File: src/rtl/acc_cpu.sv
module acc_cpu #(
  parameter int DW = 8,
  parameter int AW = 5,
  parameter logic [(1<<AW)*DW-1:0] PROG =
    256'h0000_0000_0000_0000_0000_0000_80FF_0A05_6060_6060_6016_5633_1555_3214_E054_3110
) (
  input  logic          clk,
  input  logic          rst,
  output logic [DW-1:0] acc_o,
  output logic [DW-1:0] ir_o,
  output logic [AW-1:0] pc_o
);
  localparam int DEPTH = 1 << AW;
  localparam int OPW   = DW - AW;
  localparam logic [OPW-1:0] OP_LD  = OPW'(0);
  localparam logic [OPW-1:0] OP_ADD = OPW'(1);
  localparam logic [OPW-1:0] OP_ST  = OPW'(2);

  typedef enum logic [2:0] {S_FA, S_FR, S_DEC, S_EXA, S_EXM} state_t;

  state_t        state, state_n;
  logic [AW-1:0] pc, mar;
  logic [DW-1:0] mdr, ir, acc;
  logic [DW-1:0] ram [DEPTH];

  wire [OPW-1:0] dec_op = mdr[DW-1 -: OPW];
  wire [OPW-1:0] ex_op  = ir[DW-1 -: OPW];
  wire           dec_ok = dec_op <= OP_ST;

  wire           ld_mar = (state == S_FA) || (state == S_EXA);
  wire [AW-1:0]  mar_d  = (state == S_FA) ? pc : ir[AW-1:0];
  wire           ld_mdr = (state == S_FR) || (state == S_EXM && ex_op != OP_ST);
  wire           ld_ir  = state == S_DEC;
  wire           ld_acc = (state == S_EXM) && (ex_op == OP_LD || ex_op == OP_ADD);
  wire           ram_we = (state == S_EXM) && (ex_op == OP_ST);

  wire [DW-1:0]  ram_q  = ram[mar];
  wire [DW-1:0]  alu_y  = (ex_op == OP_ADD) ? acc + ram_q : ram_q;

  always_comb begin
    case (state)
      S_FA:    state_n = S_FR;
      S_FR:    state_n = S_DEC;
      S_DEC:   state_n = dec_ok ? S_EXA : S_FA;
      S_EXA:   state_n = S_EXM;
      default: state_n = S_FA;
    endcase
  end

  always_ff @(posedge clk) begin
    if (rst) begin
      state <= S_FA;
      pc    <= '0;
      mar   <= '0;
      mdr   <= '0;
      ir    <= '0;
      acc   <= '0;
      for (int i = 0; i < DEPTH; i++) ram[i] <= PROG[i*DW +: DW];
    end else begin
      state <= state_n;
      if (ld_mar) mar <= mar_d;
      if (ld_mdr) mdr <= ram_q;
      if (ld_ir) begin
        ir <= mdr;
        pc <= pc + 1'b1;
      end
      if (ld_acc) acc <= alu_y;
      if (ram_we) ram[mar] <= acc;
    end
  end

  assign acc_o = acc;
  assign ir_o  = ir;
  assign pc_o  = pc;
endmodule


File: config.mk
export PLATFORM = sky130hd
export DESIGN_NAME = acc_cpu
export DESIGN_NICKNAME = d
export VERILOG_FILES = /design/src/rtl/acc_cpu.sv
export SDC_FILE = /design/constraint.sdc
export NUM_CORES = 1
export LEC_CHECK = 0
export BUFFER_PORTS_ARGS = -buffer_cell sky130_fd_sc_hd__buf_2
export CAP_MARGIN = 20
export CORE_ASPECT_RATIO = 0.8
export CORE_MARGIN = 1
export CORE_UTILIZATION = 57
export DETAILED_ROUTE_END_ITERATION = 10
export PLACE_DENSITY = 0.84
export SYNTH_ARGS = -nofsm -noshare
export SYNTH_HDL_FRONTEND = slang
export SYNTH_SLANG_ARGS = --single-unit
File: constraint.sdc
create_clock -name clk -period 3.7 [get_ports clk]
set_input_delay 0.37 -clock clk [delete_from_list [all_inputs] [get_ports clk]]
set_output_delay 0.37 -clock clk [all_outputs]
set_load 0.02 [all_outputs]
==> flow_metrics.env, run 1 <==
export IMPL_outcome="finished with violations"
export IMPL_violations="setup timing"
export IMPL_yosys_top_cells_area="edfxtp_1 56%, mux4_2 12%, and2_1 7.9%, dfxtp_1 6.1%, or3_1 2.4%"
export IMPL_rsz0062_at_grt="yes"
export IMPL_yosys_area_share_simple=0.176
export IMPL_total_power_w=0.00737
export IMPL_synthMuxAreaShare=0.141
export IMPL_cts_made_buffers=29
export IMPL_slew_headroom=0.419
export IMPL_crit_type="reg2reg"
export IMPL_dieArea_um2=24800
export IMPL_finalCriticalPeriod_ps=3700
export IMPL_nFillCells=1557
export IMPL_ff_latch_area_um2=8530
export IMPL_yosys_area_top_type="edfxtp_1"
export IMPL_synthXorXnorAreaFrac=0.00381
export IMPL_grt_usage=0.278
export IMPL_grt_first_pass_wirelength_mm=51.0
export IMPL_drt_initial_drc_count=1198
export IMPL_drc_errors=0
export IMPL_cts_tree="built"
export IMPL_clock_path_buffers=3
export IMPL_syn_cell_area_um2=13800
export IMPL_clock_skew_ps=19.1
export IMPL_vias=8678
export IMPL_routed_wl_mm=34.2
export IMPL_grt_max_degree=51
export IMPL_setup_slack_ps=-3.77
export IMPL_syn_nets=997
export IMPL_ys_warn_count=0
export IMPL_root_buffer="clkbuf_16"
export IMPL_netlist_instances=986
export IMPL_clkSinkCount=298
export IMPL_ys_seq_elements=298
export IMPL_worst_pin_slew_ps=870
export IMPL_ys_flop_type="edfxtp_1"
export IMPL_start_util=0.585
export IMPL_ant_nets=0
export IMPL_grt_pass1_vias=8357
export IMPL_drt_pass1_iter_count=6
export IMPL_critPathLaunchType="flop"
export IMPL_gp_congestion=0.934
export IMPL_ys_types=52
export IMPL_async_reset_ff_frac=0
export IMPL_synthAdderAreaFrac=0.00871
export IMPL_nNetsFinal=1032
export IMPL_synth_compound_area_share=0.0258
export IMPL_ctsHoldBuffers=0
export IMPL_p_per_area_nw_per_um2=473
export IMPL_die_x_um=176
export IMPL_whs_ps=252
export IMPL_design_core_area_um2=23600
export IMPL_multiInputGateArea_um2=5000
export IMPL_dp_cells=1293
export IMPL_crit_required_ps=4150
export IMPL_seqPwrFrac=0.516
export IMPL_setup_viol=1
export IMPL_arrival_ps=4160
export IMPL_crit_fanout=7
export IMPL_drv_slew=0
export IMPL_fin_cells=1355
export IMPL_swShare=0.234
export IMPL_synth_edf_count=256
export IMPL_htree_levels=1
export IMPL_hp_class="in2reg"
export IMPL_clock_latency_ps=580
export IMPL_synth_top_family_by_area="simple AND/OR/NAND/NOR gates"
export IMPL_p_clk_frac=0.400
export IMPL_wire_per_inst_um=25.2
export IMPL_dp_hpwl_mm=21.6
export IMPL_die_h_um=141
export IMPL_power_switching_w=0.00172
export IMPL_hold_viol=0
export IMPL_intPower_w=0.00565
export IMPL_power_leakage_nw=5.19
export IMPL_fmax_mhz=270
export IMPL_grt_overflow=0
export IMPL_clkTransAtPathRegs_ps=60
export IMPL_viasPerCell=6.40
export IMPL_rows=50
export IMPL_timing_final_crit_share=1.00
export IMPL_syn2layout_area_growth_pct=13.1
export IMPL_synth_seq_area_share=0.618
export IMPL_layout_drive_gt1_share=0.251
export IMPL_drv_cap=0
export IMPL_vdd_ir_drop_max_uv=405
export IMPL_tns_ps=-3.77
export IMPL_grt_antenna_before_repair=1
export IMPL_num_io_pins=23
export IMPL_syn_avg_cell_area_um2=14.0
export IMPL_pwr_share_comb=0.084
export IMPL_synth_top_cell_area_share=0.557
export IMPL_endpoint_kind="flop"
export IMPL_numPortBuffers=22
power by group through the flow:
stage               clock (W)  combinational [W]  sequential, W
finish                0.00295           0.000619        0.00380
global placement            0           0.000536        0.00387
global route          0.00307           0.000655        0.00381
CTS                   0.00295           0.000572        0.00380
floorplan                   0           0.000384        0.00385
detailed placement          0           0.000560        0.00387
placed cells by master (no fill, tap or decap), types with 5 or more instances in the layout:
cell	count
edfxtp_1	256
and2_1	174
mux4_2	74
nor2_1	59
or3_1	54
buf_4	46
nand2_1	44
dfxtp_1	40
nor3_1	34
clkbuf_16	33
or2_2	32
a21oi_1	22
buf_2	22
mux2i_1	14
inv_1	9
a211oi_1	9
buf_12	8
mux2_2	7
nor2b_1	7
clkbuf_1	6
clkinv_2	6
ha_1	5
path summary, 6_finish.rpt:
| kind | endpoint | slack (ps) | depth (start not counted) | from |
|---|---|---|---|---|
| worst max-delay path | acc_o[7] | -4 | 12 | flop |
| worst min register to register | ir_o[2] | 460 | 2 | mdr[2] |
| worst max register to register | acc_o[7] | -4 | 12 | flop |
| worst min-delay path | mdr[4] | 250 | 2 | rst |
registers in the layout (all words and copies together) (netlist names), named ones only:
register	cells
ram	256
mdr	8
state	3
pc_o	5
acc_o	8
ir_o	8
mar	5
repair_timing:
action                     4_1_cts  5_1_grt
resized for setup                1       26
setup buffers                    1        6
pin swaps                        0        8
setup endpoints to repair        2        3
gates cloned                     0        2
critical path, cell delays in order, from the launching register on:
cell	delay (ps)
dfxtp_4	480
buf_12	170
buf_12	100
mux4_2	540
mux4_2	540
mux2_4	310
ha_4	280
a21oi_4	50
o211ai_1	290
nand2_1	160
a2111oi_2	390
mux2_4	220
nor4_2	40
cell usage after synthesis (all sizes together) (4+ instances only):
library cell,count
buf,18
mux4,74
dfxtp,42
nand2,44
nor3,34
a211oi,9
edfxtp,256
mux2i,15
and2,174
nor3b,4
a22oi,4
clkbuf,59
mux2,11
nor2,59
nand2b,4
inv,10
nand4,4
ha,8
a21oi,23
nor2b,8
o21ai,4
or2,32
or3,54
through the flow:
stage	instance area, um2	util	worst slack [ps]
6_report	15600	0.662	-3.77
5_1_grt	15600	0.661	-83.1
4_1_cts	15400	0.652	4.82
3_5_place_dp	14400	0.611	-97.0
3_3_place_gp	14400	0.611	47.3
2_1_floorplan	13800	-	105
cells by family after synthesis:
kind of cell             after synthesis
AO/OA/AOI/OAI                         55
XOR/XNOR                               6
adder cells (fa/ha/maj)                9
buffers and inverters                 87
flip-flops                           298
multiplexers                         100
AND/OR/NAND/NOR                      431
routing by layer:
metal  vias to the layer above  track usage  part of all wire
li1                       3707            -                 -
met1                      4307        0.400              0.39
met2                       561        0.419              0.45
met3                       103       0.0742              0.12
met4                         0       0.0819             0.036
met5                         -            0                 0
layout make-up:
cell class	instances	share of cell area
sequential	298	0.547
multi-input combinational	601	0.321
clock buffer	39	0.0529
timing repair buffer	81	0.0448
tap	312	0.0250
clock inverter	13	0.00722
inverter	10	0.00241
antenna	1	0.000160
(Power assumes the default switching activity.)
==> run 2: changes to the inputs <==
Settings changed: CORE_UTILIZATION 57 to 65, PLACE_DENSITY 0.84 to 0.9.
Clock period 3.7 ns to 4.45 ns, I/O delays scaled along.
==> flow_metrics.env, run 2 (synthesis gave the netlist of run 1 again) <==
export IMPL_outcome="complete, no violations"
export IMPL_viasPerCell=6.72
export IMPL_drv_cap=0
export IMPL_largest_register_ff_count=256
export IMPL_layout_drive_gt1_share=0.207
export IMPL_slew_headroom=0.376
export IMPL_worst_pin_slew_ps=936
export IMPL_routed_wl_mm=33.4
export IMPL_cts_resized=0
export IMPL_syn2layout_area_growth_pct=8.87
export IMPL_clock_path_buffers=3
export IMPL_die_h_um=132
export IMPL_grt_usage=0.319
export IMPL_finalCriticalPeriod_ps=4200
export IMPL_grt_overflow=0
export IMPL_rows=47
export IMPL_drt_initial_drc_count=1390
export IMPL_vias=8601
export IMPL_hold_viol=0
export IMPL_dp_cells=1227
export IMPL_tns_ps=0
export IMPL_design_core_area_um2=20800
export IMPL_min_to="mdr[4]"
export IMPL_fin_cells=1280
export IMPL_regMostFlops="ram"
export IMPL_final_common_cell="edfxtp_1"
export IMPL_rsz0062_at_grt="no"
export IMPL_num_io_pins=23
export IMPL_cts_tree="built"
export IMPL_reg2reg_depth=12
export IMPL_grt_max_degree=69
export IMPL_die_x_um=165
export IMPL_fmax_mhz=238
export IMPL_clock_skew_ps=12.3
export IMPL_setup_viol=0
export IMPL_clkSinkCount=298
export IMPL_timing_final_crit_share=0.943
export IMPL_drt_pass1_iter_count=6
export IMPL_grt_pass1_vias=8332
export IMPL_dieArea_um2=21800
export IMPL_vdd_ir_drop_max_uv=422
export IMPL_p_per_area_nw_per_um2=395
export IMPL_numPortBuffers=22
export IMPL_use_met2=0.473
export IMPL_gp_congestion=0.884
export IMPL_endpoint_kind="flop"
export IMPL_diodes=0
export IMPL_grt_antenna_before_repair=1
export IMPL_mostFrequentLayoutCells="256 x edfxtp_1, 174 x and2_1, 74 x mux4_2"
export IMPL_power_leakage_nw=4.95
export IMPL_min_from="rst"
export IMPL_postCtsSetupRepairBufs=0
export IMPL_hold_depth=2
export IMPL_ant_nets=0
export IMPL_clock_latency_ps=550
export IMPL_reg2reg_setup_slack_ps=250
export IMPL_cts_made_buffers=28
export IMPL_clkTransAtPathRegs_ps=60
export IMPL_dp_hpwl_mm=20.8
export IMPL_arrival_ps=4620
export IMPL_nNetsFinal=1000
export IMPL_grt_first_pass_wirelength_mm=50.7
export IMPL_drc_errors=0
export IMPL_crit_fanout=19
export IMPL_wire_per_inst_um=26.1
export IMPL_start_util=0.665
export IMPL_crit_type="reg2reg"
export IMPL_htree_levels=1
export IMPL_drv_slew=0
export IMPL_r2r_end="acc_o[7]"
export IMPL_hp_class="in2reg"
export IMPL_ctsHoldBuffers=0
export IMPL_root_buffer="clkbuf_16"
export IMPL_use_met3=0.0884
export IMPL_critPathLaunchType="flop"
export IMPL_grtUsageMet1=0.459
export IMPL_crit_required_ps=4870
export IMPL_grt_busiest_layer="met2"
run 2: metrics by stage:
| stage | hold WS (ps) | worst slack (ps) | total power (W) | util | instance area (um2) |
|---|---|---|---|---|---|
| floorplan | 431 | 855 | 0.00352 | - | 13800 |
| global placement | 452 | 506 | 0.00364 | 0.681 | 14100 |
| detailed placement | 465 | 422 | 0.00365 | 0.681 | 14100 |
| CTS | 131 | 349 | 0.00593 | 0.723 | 15000 |
| global route | 166 | 79.2 | 0.00608 | 0.724 | 15000 |
| finish | 137 | 254 | 0.00594 | 0.724 | 15000 |
run 2: critical path, cell delays in order (launching register included):
cell and delay, ps:
dfxtp_4 650, buf_4 260, buf_4 200, mux4_2 530
mux4_2 520, mux2_2 330, ha_1 290, a21oi_1 90
o211ai_1 260, nand2_1 160, a2111oi_0 490, mux2_2 260
nor4_1 40
run 2: how the worst max path moves through the flow:
stage,start,end,slack (ps),cells past startpoint
finish,flop,acc_o[7],250,12
global route,flop,acc_o[6],80,13
CTS,flop,acc_o[6],350,13
detailed placement,flop,acc_o[6],420,11
global placement,flop,acc_o[6],510,11
floorplan,flop,acc_o[6],860,13
run 2: layout make-up:
cell class                      instances  area [um2]
Clock buffer                           35         748
Clock inverter                         17         126
Fill cell                            1232        5740
Inverter                               10        37.5
Multi-Input combinational cell        601        4890
Sequential cell                       298        8530
Tap cell                              269         337
Timing Repair Buffer                   50         345
run 2: where the power goes:
part	internal, W	switching, W
clock	0.00130	0.00102
sequential	0.00311	0.0000636
combinational	0.000179	0.000268
total	0.00459	0.00135
run 2: routing by layer:
metal  wire (um)  up-vias
met1       12100     4232
li1            -     3642
met5           8        -
met3        4830       93
met2       15300      632
met4        1230        2
==> run 3: changes to the inputs <==
Settings changed: ABC_AREA set to 1.
==> flow_metrics.env, run 3 <==
export IMPL_outcome="complete, no violations"
export IMPL_whs_ps=364
export IMPL_synth_most_common_cell="nand2_1"
export IMPL_diodes=0
export IMPL_yosys_area_top_type="edfxtp_1"
export IMPL_worst_pin_slew_ps=929
export IMPL_grt_usage=0.355
export IMPL_cts_tree="built"
export IMPL_arrival_ps=3980
export IMPL_synth_seq_area_share=0.624
export IMPL_wire_per_inst_um=21.1
export IMPL_htree_levels=1
export IMPL_dieArea_um2=21600
export IMPL_mostFrequentLayoutCells="468 x nand2_1, 256 x edfxtp_1, 236 x nor2_1"
export IMPL_synth_common_cells="468 x nand2_1, 256 x edfxtp_1, 236 x nor2_1, 230 x nand3_1, 66 x inv_1"
export IMPL_slew_headroom=0.377
export IMPL_crit_fanout=29
export IMPL_setup_viol=0
export IMPL_critPathLaunchType="flop"
export IMPL_grt_first_pass_wirelength_mm=58.4
export IMPL_endpoint_kind="flop"
export IMPL_dp_hpwl_mm=23.3
export IMPL_p_per_area_nw_per_um2=445
export IMPL_grt_max_degree=129
export IMPL_drt_pass1_iter_count=9
export IMPL_p_clk_frac=0.385
export IMPL_die_h_um=132
export IMPL_yosys_top_cells_area="edfxtp_1 56%, nand2_1 13%, nand3_1 8.4%, nor2_1 6.5%, dfxtp_1 6.2%"
export IMPL_rsz0062_at_grt="no"
export IMPL_ys_flop_type="edfxtp_1"
export IMPL_nNetsFinal=1510
export IMPL_largest_register_ff_count=256
export IMPL_syn_nets=1522
export IMPL_reg2reg_depth=20
export IMPL_tns_ps=0
export IMPL_clkSinkCount=298
export IMPL_total_power_w=0.00667
export IMPL_netlist_instances=1511
export IMPL_root_buffer="clkbuf_16"
export IMPL_ys_seq_elements=298
export IMPL_crit_type="reg2reg"
export IMPL_ys_warn_count=0
export IMPL_ant_nets=0
export IMPL_drv_cap=0
export IMPL_fmax_mhz=285
export IMPL_viasPerCell=6.50
export IMPL_start_util=0.662
export IMPL_drc_errors=0
export IMPL_synth_top_cell_area_share=0.562
export IMPL_hp_class="in2reg"
export IMPL_cts_made_buffers=28
export IMPL_synth_edf_count=256
export IMPL_die_x_um=164
export IMPL_rows=47
export IMPL_nFillCells=1315
export IMPL_seqPwrFrac=0.479
export IMPL_layout_drive_gt1_share=0.0802
export IMPL_clkTransAtPathRegs_ps=70
export IMPL_grt_antenna_before_repair=0
export IMPL_grt_pass1_vias=11100
export IMPL_finalCriticalPeriod_ps=3500
export IMPL_syn_cell_area_um2=13700
export IMPL_timing_final_crit_share=0.788
export IMPL_design_core_area_um2=20600
export IMPL_ctsHoldBuffers=0
export IMPL_hold_viol=0
export IMPL_vias=11600
export IMPL_gp_congestion=0.977
export IMPL_syn2layout_area_growth_pct=9.55
export IMPL_power_leakage_nw=5.57
export IMPL_syn_avg_cell_area_um2=9.05
export IMPL_async_reset_ff_frac=0
export IMPL_placed_cell_area_um2=14000
export IMPL_intPower_w=0.00488
export IMPL_power_switching_w=0.00179
export IMPL_reg2reg_setup_slack_ps=950
export IMPL_vdd_ir_drop_max_uv=378
export IMPL_ys_types=30
export IMPL_routed_wl_mm=37.9
export IMPL_grt_overflow=0
export IMPL_numPortBuffers=22
export IMPL_clock_latency_ps=550
export IMPL_cts_resized=0
export IMPL_clock_path_buffers=3
export IMPL_postCtsSetupRepairBufs=0
export IMPL_crit_required_ps=4930
export IMPL_num_io_pins=23
export IMPL_regMostFlops="ram"
export IMPL_drt_initial_drc_count=2308
export IMPL_fin_area_um2=15000
export IMPL_pwr_share_comb=0.136
export IMPL_hold_depth=2
export IMPL_clock_skew_ps=13.5
export IMPL_swShare=0.268
export IMPL_final_common_cell="nand2_1"
export IMPL_drv_slew=0
-- run 3: layout make-up --
cell class,instances,area (um2),area share
clock buffers,41,831,0.0555
multi-input cells,1042,4480,0.299
clock inverters,11,153,0.0102
flip-flops and latches,298,8530,0.570
well taps,269,337,0.0225
repair buffers,44,320,0.0214
inverters,85,320,0.0214
-- run 3: power by group through the flow --
stage                     clock (W)  sequential (W)  combinational (W)
after floorplan                   0         0.00325           0.000574
after global placement            0         0.00324           0.000809
after detailed placement          0         0.00325           0.000839
after CTS                   0.00254         0.00319           0.000864
after global routing        0.00264         0.00320           0.000966
final                       0.00256         0.00319           0.000908
-- run 3: kinds of logic (layout without fill, tap and decap cells) --
group / count (synthesis) / after routing / synth area share
AO/OA/AOI/OAI: 70 / 70 / 0.0268
XOR/XNOR: 2 / 2 / 0.00128
adder cells (fa/ha/maj): 9 / 9 / 0.00879
buffers and inverters: 171 / 181 / 0.0483
flip-flops: 298 / 298 / 0.624
AND/OR/NAND/NOR: 961 / 961 / 0.291
-- run 3: worst max-delay path: stages, from the launching register on --
cell and delay, ps:
dfxtp_4 370, clkinv_2 380, buf_4 390, nand2_1 90, nand3_1 100, nand3_1 170
nand2_1 90, nand2_1 70, nand3_1 150, nand2_1 230, inv_1 70, ha_1 360
nand2_1 110, or2_2 320, nand3_1 90, nand2_1 60, nand3_1 60, nand2_1 50
inv_1 70, nand2_1 50, a21oi_1 120
-- run 3: worst paths after layout --
path / from / endpoint
setup reg to reg: flop / acc_o[6]
hold / removal: rst / acc_o[5]
hold reg to reg: ir_o[3] / ir_o[3]
setup / recovery: flop / acc_o[6]
-- run 3: through the flow --
step                 util  worst slack, ps  cells
floorplan               -             1900   1511
global placement    0.676             1290   1737
detailed placement  0.676             1180   1737
CTS                 0.724             1110   1789
global route        0.725              816   1790
finish              0.725              945   1790
-- run 3: metal layers --
layer / share of wire / track usage / vias to the layer above
met2: 0.45 / 0.544 / 1115
met5: 0 / 0 / -
met1: 0.34 / 0.482 / 5333
li1: - / - / 4976
met3: 0.15 / 0.0862 / 219
met4: 0.054 / 0.160 / 0
